`src/rtl/apr_pkg.sv`:
```
// Package: register offsets, reset values, write masks and the rate record
// shared by the audio port register file and its submodules.
// Assumes 16-bit registers and word addressing.
package apr_pkg;
    localparam int DW   = 16;
    localparam int NREG = 27;

    localparam int RA_PCFG0   = 0;
    localparam int RA_PCFG3   = 3;
    localparam int RA_TCTL    = 4;
    localparam int RA_TADDR   = 5;
    localparam int RA_TDATL   = 6;
    localparam int RA_TDATH   = 7;
    localparam int RA_VLOW    = 8;
    localparam int RA_VHIGH   = 9;
    localparam int RA_LACTL   = 10;
    localparam int RA_LACFG   = 11;
    localparam int RA_LBCTL   = 12;
    localparam int RA_LBCFG   = 13;
    localparam int RA_MIX     = 14;
    localparam int RA_GAIN0   = 15;
    localparam int RA_GAIN3   = 18;
    localparam int RA_ATT     = 19;
    localparam int RA_GCFG    = 20;
    localparam int RA_GCTL    = 21;
    localparam int RA_GCFG2   = 22;
    localparam int RA_GCFG3   = 23;
    localparam int RA_VERSION = 24;
    localparam int RA_SYSCFG  = 25;
    localparam int RA_SYSSTAT = 26;

    localparam int SOFT_RST_BIT = 1;
    localparam int RATE_IDX_W   = 4;
    localparam logic [RATE_IDX_W-1:0] RATE_NONE = '1;

    // Decoded sample-rate record.
    typedef struct packed {
        logic [RATE_IDX_W-1:0] idx;
        logic                  ok;
        logic [1:0]            lvl;
    } rate_t;

    // Reset value of register i.
    function automatic logic [DW-1:0] reg_default(int i);
        case (i)
            0:        return 16'h000C;
            1:        return 16'h0009;
            2:        return 16'h00AB;
            3:        return 16'h0003;
            15:       return 16'hE7E7;
            16,17,18: return 16'h6767;
            19:       return 16'h00CE;
            20:       return 16'h0649;
            22:       return 16'h0007;
            23:       return 16'h1FFC;
            24:       return 16'h0010;
            26:       return 16'h000F;
            default:  return 16'h0000;
        endcase
    endfunction

    // Bits of register i that a write may change; zero for constant registers.
    function automatic logic [DW-1:0] reg_mask(int i);
        case (i)
            0,1,2,3,5,6,7,19: return 16'h00FF;
            4:                return 16'h005F;
            8:                return 16'h00F8;
            9:                return 16'h009F;
            10,12:            return 16'h008F;
            11,13:            return 16'h7FFF;
            14:               return 16'h0FFF;
            15,23:            return 16'hFFFF;
            16,17,18:         return 16'hFF7F;
            20:               return 16'h07FF;
            21:               return 16'h780F;
            22:               return 16'h003F;
            25:               return 16'h031D;
            default:          return 16'h0000;
        endcase
    endfunction
endpackage

```
`src/rtl/apr_decode.sv`:
```
// Address decoder: one select per mapped register, plus a hit and a
// read-only flag. Assumes ADDR_W is wide enough to reach every register.
module apr_decode
    import apr_pkg::*;
#(
    parameter int ADDR_W = 6
) (
    input  logic [ADDR_W-1:0] addr_i,
    output logic [NREG-1:0]   sel_o,
    output logic              hit_o,
    output logic              ro_o
);
    // One comparator per register offset.
    for (genvar i = 0; i < NREG; i++) begin : g_sel
        assign sel_o[i] = (addr_i == ADDR_W'(i));
    end

    // Mapped flag and constant-register flag.
    assign hit_o = |sel_o;
    assign ro_o  = sel_o[RA_VERSION] | sel_o[RA_SYSSTAT];
endmodule

```
`src/rtl/apr_store.sv`:
```
// Register storage: one masked register per offset, with per-register reset
// values, a write strobe and a software reset that keeps the masked write
// data in the system config register. Constant registers have a zero mask.
module apr_store
    import apr_pkg::*;
(
    input  logic                     clk,
    input  logic                     rst_n,
    input  logic                     wr_stb_i,
    input  logic                     soft_rst_i,
    input  logic [NREG-1:0]          sel_i,
    input  logic [DW-1:0]            wdata_i,
    output logic [NREG-1:0][DW-1:0]  regs_o
);
    for (genvar i = 0; i < NREG; i++) begin : g_reg
        localparam logic [DW-1:0] DEF    = reg_default(i);
        localparam logic [DW-1:0] MSK    = reg_mask(i);
        localparam bit            IS_SYS = (i == RA_SYSCFG);
        logic [DW-1:0] q;

        // Hold, reset, soft-reset or masked-write one register.
        always_ff @(posedge clk) begin
            if (!rst_n)
                q <= DEF;
            else if (soft_rst_i)
                q <= IS_SYS ? (wdata_i & MSK) : DEF;
            else if (wr_stb_i && sel_i[i])
                q <= wdata_i & MSK;
        end

        assign regs_o[i] = q;
    end

    AST_SOFT_DEFAULTS: assert property (@(posedge clk) disable iff (!rst_n)
        soft_rst_i |=> (regs_o[RA_GAIN0] == 16'hE7E7) && (regs_o[RA_GCFG3] == 16'h1FFC)
                       && (regs_o[RA_SYSCFG][SOFT_RST_BIT] == 1'b0));
    AST_CONST_KEEP: assert property (@(posedge clk) disable iff (!rst_n)
        (wr_stb_i || soft_rst_i) |=> (regs_o[RA_VERSION] == 16'h0010)
                                     && (regs_o[RA_SYSSTAT] == 16'h000F));
endmodule

```
`src/rtl/apr_rate.sv`:
```
// Sample-rate decoder: a three-level priority choice between the config3
// code, the config2 code and the general-config code, each mapped onto a
// common index of eight rates. Purely combinational.
module apr_rate
    import apr_pkg::*;
(
    input  logic [3:0] code3_i,
    input  logic [2:0] code2_i,
    input  logic [1:0] code0_i,
    output rate_t      rate_o
);
    // Priority select and per-level mapping onto the common index.
    always_comb begin
        rate_o = '{idx: RATE_NONE, ok: 1'b0, lvl: 2'd0};
        if (code3_i != 4'hF) begin
            rate_o.lvl = 2'd2;
            if (code3_i < 4'd8) begin
                rate_o.idx = code3_i;
                rate_o.ok  = 1'b1;
            end
        end else if (code2_i != 3'd7) begin
            rate_o.lvl = 2'd1;
            rate_o.ok  = 1'b1;
            case (code2_i)
                3'd0:    rate_o.idx = 4'd0;
                3'd1:    rate_o.idx = 4'd1;
                3'd2:    rate_o.idx = 4'd3;
                3'd3:    rate_o.idx = 4'd6;
                3'd4:    rate_o.idx = 4'd7;
                default: begin
                    rate_o.idx = RATE_NONE;
                    rate_o.ok  = 1'b0;
                end
            endcase
        end else begin
            rate_o.lvl = 2'd0;
            rate_o.ok  = 1'b1;
            case (code0_i)
                2'd0:    rate_o.idx = 4'd0;
                2'd1:    rate_o.idx = 4'd1;
                2'd2:    rate_o.idx = 4'd3;
                default: rate_o.idx = 4'd6;
            endcase
        end
    end
endmodule

```
`src/rtl/apr_regfile.sv`:
```
// Audio port register file, top level. Decodes the bus access, writes the
// register store, composes read data from stored and live values, and flags
// writes to constant or unmapped offsets and reads of unmapped offsets.
// Read data and error are registered one cycle after the strobe.
module apr_regfile
    import apr_pkg::*;
#(
    parameter int ADDR_W = 6
) (
    input  logic              clk,
    input  logic              rst_n,
    input  logic [ADDR_W-1:0] addr_i,
    input  logic              wr_en_i,
    input  logic [15:0]       wdata_i,
    input  logic              rd_en_i,
    output logic [15:0]       rdata_o,
    output logic              err_o,
    input  logic              rx_avail_i,
    input  logic              tx_room_i,
    output logic [3:0]        rate_idx_o,
    output logic              rate_ok_o,
    output logic [1:0]        rate_lvl_o
);
    logic [NREG-1:0]         sel;
    logic                    hit;
    logic                    ro;
    logic                    wr_stb;
    logic                    soft_rst;
    logic [NREG-1:0][DW-1:0] regs;
    logic [DW-1:0]           rd_val;
    rate_t                   rate;

    apr_decode #(.ADDR_W(ADDR_W)) u_decode (
        .addr_i (addr_i),
        .sel_o  (sel),
        .hit_o  (hit),
        .ro_o   (ro)
    );

    // Accepted write and software-reset request.
    assign wr_stb   = wr_en_i && hit && !ro;
    assign soft_rst = wr_en_i && sel[RA_SYSCFG] && wdata_i[SOFT_RST_BIT];

    apr_store u_store (
        .clk        (clk),
        .rst_n      (rst_n),
        .wr_stb_i   (wr_stb),
        .soft_rst_i (soft_rst),
        .sel_i      (sel),
        .wdata_i    (wdata_i),
        .regs_o     (regs)
    );

    apr_rate u_rate (
        .code3_i (regs[RA_GCFG3][12:9]),
        .code2_i (regs[RA_GCFG2][2:0]),
        .code0_i (regs[RA_GCFG][7:6]),
        .rate_o  (rate)
    );

    assign rate_idx_o = rate.idx;
    assign rate_ok_o  = rate.ok;
    assign rate_lvl_o = rate.lvl;

    // Read value: selected register with live and forced fields merged in.
    always_comb begin
        rd_val = '0;
        for (int i = 0; i < NREG; i++)
            if (sel[i]) rd_val = regs[i];
        if (sel[RA_TCTL])
            rd_val = rd_val | {8'h00, rx_avail_i, 1'b0, tx_room_i, 5'b00000};
        if (sel[RA_VHIGH])
            rd_val = rd_val | 16'h0060;
        if (sel[RA_GCTL])
            rd_val = {rd_val[1], rd_val[14:0]};
    end

    // Registered read data, updated only on reads.
    always_ff @(posedge clk) begin
        if (!rst_n)
            rdata_o <= '0;
        else if (rd_en_i)
            rdata_o <= rd_val;
    end

    // One-cycle error pulse for rejected or unmapped accesses.
    always_ff @(posedge clk) begin
        if (!rst_n)
            err_o <= 1'b0;
        else
            err_o <= (wr_en_i && (!hit || ro)) || (rd_en_i && !hit);
    end

    AST_SEL_ONEHOT: assert property (@(posedge clk) disable iff (!rst_n)
        $onehot0(sel));
    AST_UNMAPPED_ERR: assert property (@(posedge clk) disable iff (!rst_n)
        ((wr_en_i || rd_en_i) && !hit) |=> err_o);
    AST_UNMAPPED_ZERO: assert property (@(posedge clk) disable iff (!rst_n)
        (rd_en_i && !hit) |=> (rdata_o == 16'h0000));
    AST_IDLE_NO_ERR: assert property (@(posedge clk) disable iff (!rst_n)
        !(wr_en_i || rd_en_i) |=> !err_o);
    AST_RO_WRITE_ERR: assert property (@(posedge clk) disable iff (!rst_n)
        (wr_en_i && ro) |=> err_o);
    AST_VHIGH_READY: assert property (@(posedge clk) disable iff (!rst_n)
        (rd_en_i && sel[RA_VHIGH]) |=> (rdata_o[6:5] == 2'b11));
    AST_GCTL_MIRROR: assert property (@(posedge clk) disable iff (!rst_n)
        (rd_en_i && sel[RA_GCTL]) |=> (rdata_o[15] == rdata_o[1]));
    AST_RDATA_HOLD: assert property (@(posedge clk) disable iff (!rst_n)
        !rd_en_i |=> $stable(rdata_o));
    AST_RATE_RANGE: assert property (@(posedge clk) disable iff (!rst_n)
        rate_ok_o |-> (rate_idx_o < 4'd8));
    AST_RATE_NONE: assert property (@(posedge clk) disable iff (!rst_n)
        !rate_ok_o |-> (rate_idx_o == 4'hF));
endmodule

```
`config.mk`:
```
export PLATFORM = sky130hd
export DESIGN_NAME = apr_regfile
export DESIGN_NICKNAME = d
export VERILOG_FILES = /design/src/rtl/apr_pkg.sv /design/src/rtl/apr_decode.sv /design/src/rtl/apr_store.sv /design/src/rtl/apr_rate.sv /design/src/rtl/apr_regfile.sv
export SDC_FILE = /design/constraint.sdc
export NUM_CORES = 1
export LEC_CHECK = 0
export BUFFER_PORTS_ARGS = -buffer_cell sky130_fd_sc_hd__buf_2
export CORE_MARGIN = 2
export CORE_UTILIZATION = 55
export CTS_BUF_LIST = sky130_fd_sc_hd__clkbuf_4 sky130_fd_sc_hd__clkbuf_8
export CTS_CLUSTER_SIZE = 12
export DETAILED_ROUTE_END_ITERATION = 10
export GPL_ROUTABILITY_DRIVEN = 0
export PLACE_DENSITY = 0.75
export SLEW_MARGIN = 40
export SYNTH_ARGS = -nofsm -noshare
export SYNTH_HDL_FRONTEND = slang
export SYNTH_SLANG_ARGS = --single-unit
```
`constraint.sdc`:
```
create_clock -name clk -period 7.8 [get_ports clk]
set_clock_uncertainty 0.15 [all_clocks]
set_input_delay 1.56 -clock clk [delete_from_list [all_inputs] [get_ports clk]]
set_output_delay 1.56 -clock clk [all_outputs]
set_load 0.005 [all_outputs]
```
==> flow_summary.ini <==
[logic_synthesis]
synth.mux.area_fraction_pct = 11.3
synthXorXnorAreaFrac_pct = 0.0702
postSynth.asyncResetShare_pct = 0
yosys.area_share.simple_pct = 23.8
dominant_combinational_cell_family_by_area_after_synthesis = simple AND/OR/NAND/NOR gates
synth-compound-area-share_pct = 16.8
synth-adder-area-share_pct = 0.201
yosys.cell_types.count = 77
synth_seq_area_share_pct = 41.7
synth_enable_flop_cells = 0
yosysWarnings = 0
syn_area_per_cell_um2 = 8.18
yosys_register_bits = 260
post_synth_instance_area_mm2 = 0.0125
synth_nets = 1554
postSynthCellCount = 1524
synth_top_flop_cell = dfxtp_1

[timing]
time_the_worst_path_needs_with_i_o_delays_and_setup_ns = 4.34
fmax_ghz = 0.230
report.final.setup_viol = 0
unrepaired_setup_endpoints_after_global_routing = no
finalHoldViolCount = 0
tightestPinTransition_ns = 0.946
maxSlewViolCount = 0
final_min_period_over_clock_period_pct = 55.6
finalSetupTns_ns = 0
slew_headroom_pct = 36.9

[cts]
post_cts.resized_instances = 0
cts_hold_buffers = 0
cts.htree.levels = 2
postCtsSetupRepairBufs = 0
clockRootBuffer = clkbuf_8
clock_sinks = 260
cts_made_buffers = 42
max-clock-path-buffers = 3
clk-insertion-delay-late_ns = 0.55
tritoncts_clock_tree = done
cts.reportedPaths.clkPinSlew_ns = 0.06

[global_route]
grt_first_pass_wirelength_um = 61900
grt_most_used_layer = met2
grt_max_degree = 159
grt_pass1_vias = 10700
grtUsageTotal_pct = 32.8
grt_use_met1_pct = 46.2
grt_antenna_before_repair = 1
gr-total-overflow = 0
global_route.usage.met2_pct = 49.3
gr-usage-met3_pct = 7.28

[critical_path]
r2r_cells = 6
crit_path_end_kind = flop
crit_path_max_fanout = 158
crit_path_end = u_store.g_reg[20].q[1]
worst_path_arrival_ns = 4.58
crit-reg2reg-launch = u_store.g_reg[3].q[0]
crit_type = input pin to flop
worstPathRequired_ns = 8.04
reg2reg_setup_slack_ns = 5.36
worstSetupStartpoint = addr_i[0]
rr_endpoint = rdata_o[0]
critical_path.startpoint_type = input pin

[cells_and_area]
nNetsFinal = 1521
drive_above_1_share_pct = 14.2
num_antenna_cells = 0
final_util_pct = 60.2
syn2layout_area_growth_pct = 8.33

[routing]
vias_per_cell = 6.51
ant_nets = 0
routed_wire_length_per_instance_um = 22.2
initialDrtViolationCount = 1668
drc_errors = 0
vias = 11700
totalWireLength_um = 40000
drt_pass1_iterations = 8

[die]
die_y_extent_um = 155
die_width_um = 155
placementRows = 55
die-area_mm2 = 0.0239
floorplan.initialDensity_pct = 55.6
io-pin-count = 52
design.core.area_mm2 = 0.0224

[place]
post-dp-hpwl_um = 24600
numPortBuffers = 51

[worst_hold_path]
min-delay-path-class = flop to flop
min-delay-start = u_store.g_reg[17].q[12]

[outcome]
run_status = completed

[power_and_ir_drop]
vdd_drop_max_mv = 0.0978
power_density_mw_per_mm2 = 207
power_leakage_nw = 4.88

[flow_run]
drv_cap = 0
==> cell type report <==
class,instances,area [um2]
timing repair buffer,72,442
multi-input combinational,1101,6590
fill,1983,8920
clock buffer,63,786
clock inverter,6,82.6
sequential,260,5200
inverter,14,52.6
tap,285,357
==> power by group <==
part	switching, mW	internal (mW)
combinational	0.157	0.0534
sequential	0.00515	1.34
clock	0.539	0.705
==> layer usage <==
layer / wire length [um] / share of wire [%]
met3: 4600 / 12
met5: 0 / 0
met2: 17500 / 44
met4: 1520 / 3.8
met1: 16400 / 41
==> synth_stat cells, types with 17 or more instances <==
| cell type | instances | area share (%) |
|---|---|---|
| nand3_1 | 118 | 4.7 |
| o21ai_0 | 81 | 3.3 |
| clkbuf_1 | 69 | 2.1 |
| a21oi_1 | 122 | 4.9 |
| mux2i_1 | 100 | 8.0 |
| nand2_1 | 301 | 9.1 |
| nor2_1 | 111 | 3.3 |
| o211ai_1 | 17 | 1.0 |
| dfxtp_1 | 260 | 42 |
| a31oi_1 | 21 | 1.1 |
| buf_2 | 54 | 2.2 |
| nor3_1 | 21 | 0.84 |
==> registers in the layout, summed over array words and instances (netlist names) <==
signal	flops
rdata_o	16
err_o	1
u_store.g.q	243
==> through the flow <==
step | cells | setup slack, ns | total power, mW | instance area [um2] | hold WS (ns)
5_1_grt | 1801 | 3.41 | 2.86 | 13500 | 0.317
6_report | 1801 | 3.46 | 2.80 | 13500 | 0.301
2_1_floorplan | 1524 | 4.24 | 1.51 | 12500 | 0.268
4_1_cts | 1801 | 3.59 | 2.79 | 13500 | 0.300
3_3_place_gp | 1730 | 2.76 | 1.57 | 12600 | 0.282
3_5_place_dp | 1732 | 3.05 | 1.57 | 12600 | 0.292
==> how the worst min path moves through the flow <==
stage	slack (ns)	cells after the start	endpoint
6_report	0.30	2	u_store.g_reg[17].q[12]
2_1_floorplan	0.27	2	u_store.g_reg[26].q[2]
3_5_place_dp	0.29	2	u_store.g_reg[20].q[4]
5_1_grt	0.32	2	u_store.g_reg[1].q[1]
3_3_place_gp	0.28	2	u_store.g_reg[26].q[2]
4_1_cts	0.30	2	u_store.g_reg[20].q[4]
==> cells in the final DEF, fill, tap and decap left out, types with 17 or more instances in the layout <==
master,instances
o21ai_0,81
clkbuf_8,50
a21oi_1,122
nor3_1,20
mux2i_1,100
o211ai_1,17
nand2_1,300
a31oi_1,20
dfxtp_1,260
nand3_1,118
buf_4,19
nor2_1,106
buf_2,49
==> cells by family (layout without fill, tap and decap cells) <==
logic type | after synthesis | after routing
buf+inv | 163 | 155
fa+ha+maj | 2 | 2
xor+xnor | 1 | 1
compound gates | 336 | 336
flops | 260 | 260
simple gates | 636 | 636
mux | 126 | 126
==> worst max-delay path, stage by stage <==
cell and delay [ns]:
buf_4 0.56, nand2b_1 0.39, nor2_1 0.61, nand2_2 0.33
o21ai_4 0.23, buf_12 0.42, a21oi_1 0.10
(Power assumes the default switching activity.)
